**src/rtl/oaw_pkg.sv**
```systemverilog
// Shared types for the outbound address window register set.
// Assumes a 32-bit register port and 64-bit local addresses.
package oaw_pkg;
    localparam int REG_W  = 32;
    localparam int ADDR_W = 64;

    typedef logic [ADDR_W-1:0] addr_t;

    // Field position inside one window's four-word group (the order is decoded).
    typedef enum logic [1:0] {
        FLD_BASE_HI = 2'd0,
        FLD_BASE_LO = 2'd1,
        FLD_MASK_HI = 2'd2,
        FLD_MASK_LO = 2'd3
    } field_e;
endpackage

```
**src/rtl/oaw_regfile.sv**
```systemverilog
// Register storage and register-port decode for all windows.
// Assumes windows 0,1 and the last are fixed-high-mask windows and the
// ones in between are memory windows with writable mask-high halves.
module oaw_regfile
    import oaw_pkg::*;
#(
    parameter int NUM_WIN = 6,
    parameter int DCR_AW  = 10,
    parameter int BASE_A  = 'h100,
    parameter int BASE_B  = 'h120
) (
    input  logic                     clk,
    input  logic                     rst_n,
    input  logic                     inst_sel,
    input  logic [DCR_AW-1:0]        dcr_addr,
    input  logic                     dcr_rd,
    input  logic                     dcr_wr,
    input  logic [REG_W-1:0]         dcr_wdata,
    output logic [REG_W-1:0]         dcr_rdata,
    output logic                     dcr_ack,
    output addr_t [NUM_WIN-1:0]      base_o,
    output addr_t [NUM_WIN-1:0]      mask_o,
    output logic  [NUM_WIN-1:0]      en_o
);
    localparam int IDX_W = DCR_AW - 2;
    localparam logic [DCR_AW-1:0] BA   = DCR_AW'(BASE_A);
    localparam logic [DCR_AW-1:0] BB   = DCR_AW'(BASE_B);
    localparam logic [DCR_AW-1:0] SPAN = DCR_AW'(NUM_WIN * 4);

    logic [DCR_AW-1:0] blk_base;
    logic [DCR_AW-1:0] offs;
    logic              in_rng;
    logic              wr_go;
    logic [IDX_W-1:0]  win_idx;
    field_e            fld;

    // Locate the access relative to the strapped block base.
    assign blk_base = inst_sel ? BB : BA;
    assign offs     = dcr_addr - blk_base;
    assign in_rng   = offs < SPAN;
    assign win_idx  = offs[DCR_AW-1:2];
    assign fld      = field_e'(offs[1:0]);
    assign wr_go    = dcr_wr && in_rng;
    assign dcr_ack  = (dcr_rd || dcr_wr) && in_rng;

    for (genvar w = 0; w < NUM_WIN; w++) begin : g_win
        logic [REG_W-1:0] bhi, blo, mhi, mlo;
        logic             sel;

        assign sel = wr_go && (win_idx == IDX_W'(w));

        // Base halves and mask-low half: each half written on its own.
        always_ff @(posedge clk) begin
            if (!rst_n) begin
                bhi <= '0;
                blo <= '0;
                mlo <= '0;
            end else if (sel) begin
                case (fld)
                    FLD_BASE_HI: bhi <= dcr_wdata;
                    FLD_BASE_LO: blo <= dcr_wdata;
                    FLD_MASK_LO: mlo <= dcr_wdata;
                    default:     ;
                endcase
            end
        end

        if (w >= 2 && w < NUM_WIN - 1) begin : g_mem
            // Memory window: mask-high half is a real register.
            always_ff @(posedge clk) begin
                if (!rst_n)
                    mhi <= '0;
                else if (sel && fld == FLD_MASK_HI)
                    mhi <= dcr_wdata;
            end
        end else begin : g_fixed
            // 32-bit-mask window: upper mask bits tied to ones.
            assign mhi = '1;
        end

        assign base_o[w] = {bhi, blo};
        assign mask_o[w] = {mhi, mlo};
        assign en_o[w]   = mlo[0];
    end

    // Read multiplexer: zero unless an in-range read is under way.
    always_comb begin
        dcr_rdata = '0;
        if (dcr_rd && in_rng) begin
            for (int w = 0; w < NUM_WIN; w++) begin
                if (win_idx == IDX_W'(w)) begin
                    case (fld)
                        FLD_BASE_HI: dcr_rdata = base_o[w][ADDR_W-1:REG_W];
                        FLD_BASE_LO: dcr_rdata = base_o[w][REG_W-1:0];
                        FLD_MASK_HI: dcr_rdata = mask_o[w][ADDR_W-1:REG_W];
                        default:     dcr_rdata = mask_o[w][REG_W-1:0];
                    endcase
                end
            end
        end
    end
endmodule

```
**src/rtl/oaw_match.sv**
```systemverilog
// Size derivation and address compare for one window.
// Assumes the special mask value has bit 0 set, so it also enables.
module oaw_match
    import oaw_pkg::*;
#(
    parameter bit          IS_REG       = 1'b0,
    parameter logic [31:0] SPECIAL_MASK = 32'h0000_7001,
    parameter logic [63:0] SPECIAL_SIZE = 64'd4096
) (
    input  addr_t base_i,
    input  addr_t mask_i,
    input  logic  en_i,
    input  addr_t look_addr_i,
    output logic  hit_o,
    output addr_t size_o
);
    addr_t plain_size;
    addr_t dmask;
    logic  special;

    // Two's complement of the mask with its enable bit cleared.
    assign plain_size = ~(mask_i & ~ADDR_W'(1)) + ADDR_W'(1);

    if (IS_REG) begin : g_special
        assign special = (mask_i[31:0] == SPECIAL_MASK);
    end else begin : g_plain
        assign special = 1'b0;
    end

    // Size picks the override when it applies; compare mask follows the size.
    assign size_o = special ? SPECIAL_SIZE : plain_size;
    assign dmask  = ~(size_o - ADDR_W'(1));
    assign hit_o  = en_i && (((look_addr_i ^ base_i) & dmask) == '0);
endmodule

```
**src/rtl/oaw_select.sv**
```systemverilog
// Priority pick among window hits and the registered lookup result.
// Assumes lower window index means higher priority.
module oaw_select
    import oaw_pkg::*;
#(
    parameter int NUM_WIN = 6
) (
    input  logic                 clk,
    input  logic                 rst_n,
    input  logic                 look_vld,
    input  addr_t                look_addr,
    input  logic  [NUM_WIN-1:0]  hit_vec,
    input  addr_t [NUM_WIN-1:0]  size_vec,
    input  addr_t [NUM_WIN-1:0]  base_vec,
    output logic                 hit_vld,
    output logic  [NUM_WIN-1:0]  hit_onehot,
    output addr_t                hit_offset,
    output addr_t                hit_size
);
    logic [NUM_WIN-1:0] win;
    addr_t              nxt_off;
    addr_t              nxt_size;

    // Keep only the lowest set bit of the hit vector.
    assign win = hit_vec & (~hit_vec + NUM_WIN'(1));

    // Gather offset and size of the winning window.
    always_comb begin
        nxt_off  = '0;
        nxt_size = '0;
        for (int w = 0; w < NUM_WIN; w++) begin
            if (win[w]) begin
                nxt_off  = look_addr - base_vec[w];
                nxt_size = size_vec[w];
            end
        end
    end

    // Register the result one cycle after the request.
    always_ff @(posedge clk) begin
        if (!rst_n || !look_vld) begin
            hit_vld    <= 1'b0;
            hit_onehot <= '0;
            hit_offset <= '0;
            hit_size   <= '0;
        end else begin
            hit_vld    <= 1'b1;
            hit_onehot <= win;
            hit_offset <= nxt_off;
            hit_size   <= nxt_size;
        end
    end
endmodule

```
**src/rtl/oaw_window_set.sv**
```systemverilog
// Top of the outbound address window register set: register port,
// per-window size/compare, priority select.
// Assumes the two block bases are at least NUM_WIN*4 words apart.
module oaw_window_set
    import oaw_pkg::*;
#(
    parameter int          NUM_MEM      = 3,
    parameter int          DCR_AW       = 10,
    parameter int          BASE_A       = 'h100,
    parameter int          BASE_B       = 'h120,
    parameter logic [31:0] SPECIAL_MASK = 32'h0000_7001,
    parameter logic [63:0] SPECIAL_SIZE = 64'd4096,
    localparam int         NUM_WIN      = NUM_MEM + 3
) (
    input  logic                clk,
    input  logic                rst_n,
    input  logic                inst_sel,
    input  logic [DCR_AW-1:0]   dcr_addr,
    input  logic                dcr_rd,
    input  logic                dcr_wr,
    input  logic [31:0]         dcr_wdata,
    output logic [31:0]         dcr_rdata,
    output logic                dcr_ack,
    input  logic                look_vld,
    input  logic [63:0]         look_addr,
    output logic                hit_vld,
    output logic [NUM_WIN-1:0]  hit_onehot,
    output logic [63:0]         hit_offset,
    output logic [63:0]         hit_size
);
    addr_t [NUM_WIN-1:0] base_w;
    addr_t [NUM_WIN-1:0] mask_w;
    addr_t [NUM_WIN-1:0] size_w;
    logic  [NUM_WIN-1:0] en_w;
    logic  [NUM_WIN-1:0] hit_w;

    oaw_regfile #(
        .NUM_WIN (NUM_WIN),
        .DCR_AW  (DCR_AW),
        .BASE_A  (BASE_A),
        .BASE_B  (BASE_B)
    ) u_regs (
        .clk       (clk),
        .rst_n     (rst_n),
        .inst_sel  (inst_sel),
        .dcr_addr  (dcr_addr),
        .dcr_rd    (dcr_rd),
        .dcr_wr    (dcr_wr),
        .dcr_wdata (dcr_wdata),
        .dcr_rdata (dcr_rdata),
        .dcr_ack   (dcr_ack),
        .base_o    (base_w),
        .mask_o    (mask_w),
        .en_o      (en_w)
    );

    for (genvar w = 0; w < NUM_WIN; w++) begin : g_cmp
        oaw_match #(
            .IS_REG       (w == NUM_WIN - 1),
            .SPECIAL_MASK (SPECIAL_MASK),
            .SPECIAL_SIZE (SPECIAL_SIZE)
        ) u_match (
            .base_i      (base_w[w]),
            .mask_i      (mask_w[w]),
            .en_i        (en_w[w]),
            .look_addr_i (look_addr),
            .hit_o       (hit_w[w]),
            .size_o      (size_w[w])
        );
    end

    oaw_select #(.NUM_WIN(NUM_WIN)) u_sel (
        .clk        (clk),
        .rst_n      (rst_n),
        .look_vld   (look_vld),
        .look_addr  (look_addr),
        .hit_vec    (hit_w),
        .size_vec   (size_w),
        .base_vec   (base_w),
        .hit_vld    (hit_vld),
        .hit_onehot (hit_onehot),
        .hit_offset (hit_offset),
        .hit_size   (hit_size)
    );
endmodule

```
**config.mk**
```make
export PLATFORM = sky130hd
export DESIGN_NAME = oaw_window_set
export DESIGN_NICKNAME = d
export VERILOG_FILES = /design/src/rtl/oaw_pkg.sv /design/src/rtl/oaw_regfile.sv /design/src/rtl/oaw_match.sv /design/src/rtl/oaw_select.sv /design/src/rtl/oaw_window_set.sv
export SDC_FILE = /design/constraint.sdc
export NUM_CORES = 2
export LEC_CHECK = 0
export BUFFER_PORTS_ARGS = -buffer_cell sky130_fd_sc_hd__buf_4
export CORE_ASPECT_RATIO = 2
export CORE_MARGIN = 5
export CORE_UTILIZATION = 35
export DETAILED_ROUTE_END_ITERATION = 6
export PLACE_DENSITY = 0.56
export SETUP_SLACK_MARGIN = 0.3
export SYNTH_ARGS = -nofsm -noshare
export SYNTH_HDL_FRONTEND = slang
export SYNTH_SLANG_ARGS = --single-unit
```
**constraint.sdc**
```tcl
create_clock -name clk -period 8.2 [get_ports clk]
set_clock_uncertainty 0.1 [all_clocks]
set_input_delay 0.82 -clock clk [delete_from_list [all_inputs] [get_ports clk]]
set_output_delay 0.82 -clock clk [all_outputs]
set_load 0.01 [all_outputs]
```
==> metrics.md <==
| Metric | Value |
|---|---|
| Status | `finished, violations left` |
| Failing checks | `design-rule violations, max-capacitance violations, max-slew violations` |
| Worst hold path type | `reg2reg` |
| CP Class | `reg2reg` |
| CP endpoint kind | `register` |
| Leak pwr | `31.5 nW` |
| Synth Register Bits | `806` |
| Fin Setup TNS | `0 ps` |
| Flop2flop setup slack | `a little under 300 ps` |
| Area delta synth->final | `11.6%` |
| DR WL met3 | `about 45 mm` |
| DIE AREA | `between 0.2 and 0.25 mm^2` |
| Final worst path period need | `a little under 8000 ps` |
| Root Driver | `clkbuf_16` |
| Crit path to | `u_sel.hit_size[3]$_SDFF_PN0_` |
| Placed instance area | `0.0813 mm^2` |
| Clock Path Buffers | `3` |
| Residual DRC | `3` |
| FF-to-FF End | `u_sel.hit_size[3]$_SDFF_PN0_` |
| DRT iter0 DRCs | `11900` |
| VDD IR max | `0.000255 V` |
| Via/cell ratio | `about 6.6` |
| Via count | `~88000` |
| Max-cap viol count | `8` |
| Final worst-path cycle share | `a little over nine tenths` |
| CTS Buf Count | `87` |
| Htree depth | `3` |
| Hold Fails Final Rpt | `0` |
| Hpwl dp | `between 400 and 500 mm` |
| DR pass1 iterations | `7` |
| TritonCTS clock tree | `yes` |
| Rel. slew slack | `-7.28%` |
| Final #Nets | `between 10000 and 15000` |
| I/O Buffers | `278` |
| Wire length per cell | `42.4 um` |
| Total power | `0.0105 W` |
| Place WS | `63.4 ps` |
| Peak Freq | `about 130 MHz` |
| Synth Instances | `~11000` |
| Die height | `668 um` |
| Launch point of the worst path | `u_regs.g_win[2].mlo[1]$_SDFFE_PN0P_` |
| Final ANT Viol Nets | `0` |
| Arr. time, crit path | `roughly 8500 ps` |
| Yosys warning count | `0` |
| Pin count of the biggest net entering global routing | `between 150 and 200` |
| M1 wire length | `roughly 180 mm` |
| Cts hold-fix bufs | `0` |
| First-pass GRT wire length | `~740 mm` |
| Worst reg2reg path depth | `19` |
| Critical Path RT | `8790 ps` |
| Total Wirelength | `approximately 570 mm` |
| Top post-synthesis cells by area | `dfxtp_1 21%, nand2_1 9.2%, a21boi_0 6.8%` |
| RSZ-0062 raised after global routing | `no` |
| Worst Tran Pin Value | `between 1500 and 2000 ps` |
| Setup ws final | `295 ps` |
| Commonest non-fill, non-tap cells in the layout | `1841 x nand2_1, 806 x dfxtp_1, 687 x a21boi_0, 686 x a21oi_1, 648 x nor2_1` |
| Ports | `280` |
| Share of the synthesized area in the top cell type | `between 20% and 30%` |
| Die width | `roughly 340 um` |
| Total global routing overflow | `0` |
| PwrDens | `approximately 120 mW/mm^2` |
| Mean Syn Cell Area | `between 7 and 8 um^2` |
| Top Metal Used | `met5` |
| Yosys top cell by area | `dfxtp_1` |
| Post-Syn Nets | `around 11000` |
| Fin area | `between 0.08 and 0.09 mm^2` |
| Routability congestion estimate | `1.06` |
| Max-slew violations | `11` |
| Reg-to-Reg Start | `u_regs.g_win[2].mlo[1]$_SDFFE_PN0P_` |
| Core area | `~0.22 mm^2` |
| Seq/Total Area, Yosys | `21.3%` |
| Utilization after layout | `between 30% and 40%` |
| Post-synth cell types | `approximately 110` |
| Clock Sinks | `around 810` |
| Starting Density | `a little over a third` |
| CTS clock-pin slew for the worst setup and hold paths | `roughly 70 ps` |
| Fraction of layout cells with a size suffix above 1 | `10.4%` |
| Cell area after synthesis | `~0.076 mm^2` |
| Vias in the first global route | `82100` |
| GRT Total Usage | `between 40% and 50%` |
| Antenna violations before repair | `between 70 and 80` |
| Top FF cell, synth | `dfxtp_1` |
| Post-synth EDFFs | `0` |
| Most common cell after layout, fill and taps aside | `nand2_1` |
| CP Launch Type | `register` |
| Crit Path Max Fanout | `16` |
| Clk_lat worst skew | `about 780 ps` |
| Row cnt | `between 200 and 250` |
| Synth async-reset ratio | `0%` |
| Detail Route met2 WL | `~240 mm` |
| Final setup vio count | `0` |
[cells by family after synthesis]
kind of cell / count (synthesis) / share of synthesized area, %
fa+ha+maj: 393 / 6.56
other cells: 1 / 0.00496
flops: 806 / 21.3
simple gates: 4057 / 25.5
xor+xnor: 791 / 9.16
buf+inv: 1338 / 6.85
mux: 146 / 3.53
compound gates: 3005 / 27.1
[how the worst min path moves through the flow]
stage,from,to,slack (ps),depth (start not counted)
after floorplan,u_regs.g_win[0].bhi[0]$_SDFFE_PN0P_,u_regs.g_win[0].bhi[0]$_SDFFE_PN0P_,340,2
after global placement,u_regs.g_win[0].blo[31]$_SDFFE_PN0P_,u_regs.g_win[0].blo[31]$_SDFFE_PN0P_,350,2
after detailed placement,u_regs.g_win[0].blo[25]$_SDFFE_PN0P_,u_regs.g_win[0].blo[25]$_SDFFE_PN0P_,360,2
after CTS,rst_n,u_regs.g_win[1].blo[19]$_SDFFE_PN0P_,350,2
after global routing,u_regs.g_win[1].blo[26]$_SDFFE_PN0P_,u_regs.g_win[1].blo[26]$_SDFFE_PN0P_,380,2
final,u_regs.g_win[0].blo[25]$_SDFFE_PN0P_,u_regs.g_win[0].blo[25]$_SDFFE_PN0P_,370,2
[cells in the mapped netlist (all sizes together), types with 227 or more instances]
library cell and number:
a21o 227, o21ai 305, nand3 236, xor2 298, clkbuf 702, a21boi 689, inv 532, nor2 675
ha 387, xnor2 493, a21oi 686, nor3 252, nand2 1852, dfxtp 806
[worst max-delay path, stage by stage (launching register included)]
cell and delay, ps:
dfxtp_1 440, inv_1 190, ha_1 460, nor2b_1 510, nand3_1 380, nor2_1 510
o2111ai_1 440, nor4_2 300, buf_4 210, nand4_1 270, nor4_1 450, mux2i_1 410
o211ai_1 180, a2111oi_0 640, nand4b_2 410, or2_2 670, nor3_4 530, a311o_1 370
a221oi_1 110, a21oi_1 190
[power breakdown]
group / switching, W / internal, W / total (W)
clock: 0.00203 / 0.00238 / 0.00440
sequential: 0.000000169 / 0.00391 / 0.00391
combinational: 0.00158 / 0.000619 / 0.00220
total: 0.00361 / 0.00691 / 0.0105
[registers in the layout (all words and copies together), names as in the netlist]
name              flops
u_regs.g_win.bhi    192
u_regs.g_win.blo    192
u_regs.g_win.mlo    192
u_regs.g_win.mhi     96
u_sel.hit_offset     64
u_sel.hit_size       63
u_sel.hit_onehot      6
u_sel.hit_vld         1
[per-layer routing]
layer / up-vias / GRT usage [%]
met5: - / 0.0215
met4: 6 / 60.0
met3: 2032 / 9.78
met2: 5883 / 74.1
met1: 43000 / 49.1
li1: 37500 / -
[through the flow]
step	cells	hold WS, ps
final	13400	365
after global routing	13300	382
after CTS	13300	345
after detailed placement	13200	357
after global placement	13200	350
after floorplan	10500	341
[area by class of cell]
type / count / area [um^2]
antenna: 43 / 108
clock buffer: 115 / 2460
clock inverter: 39 / 490
fill: 23000 / 131000
inverter: 532 / 2000
multi-input combinational: 8393 / 54600
sequential: 806 / 16100
tap: 2794 / 3500
timing repair buffer: 656 / 5130
[what timing repair did]
action                                 CTS  global route
endpoints found under the hold margin    0             0
gates resized for setup                  2             9
pin swaps                                0             2
setup endpoints to repair                1           111
buffers inserted                         0             3
Power figures use the tool's default switching activity.
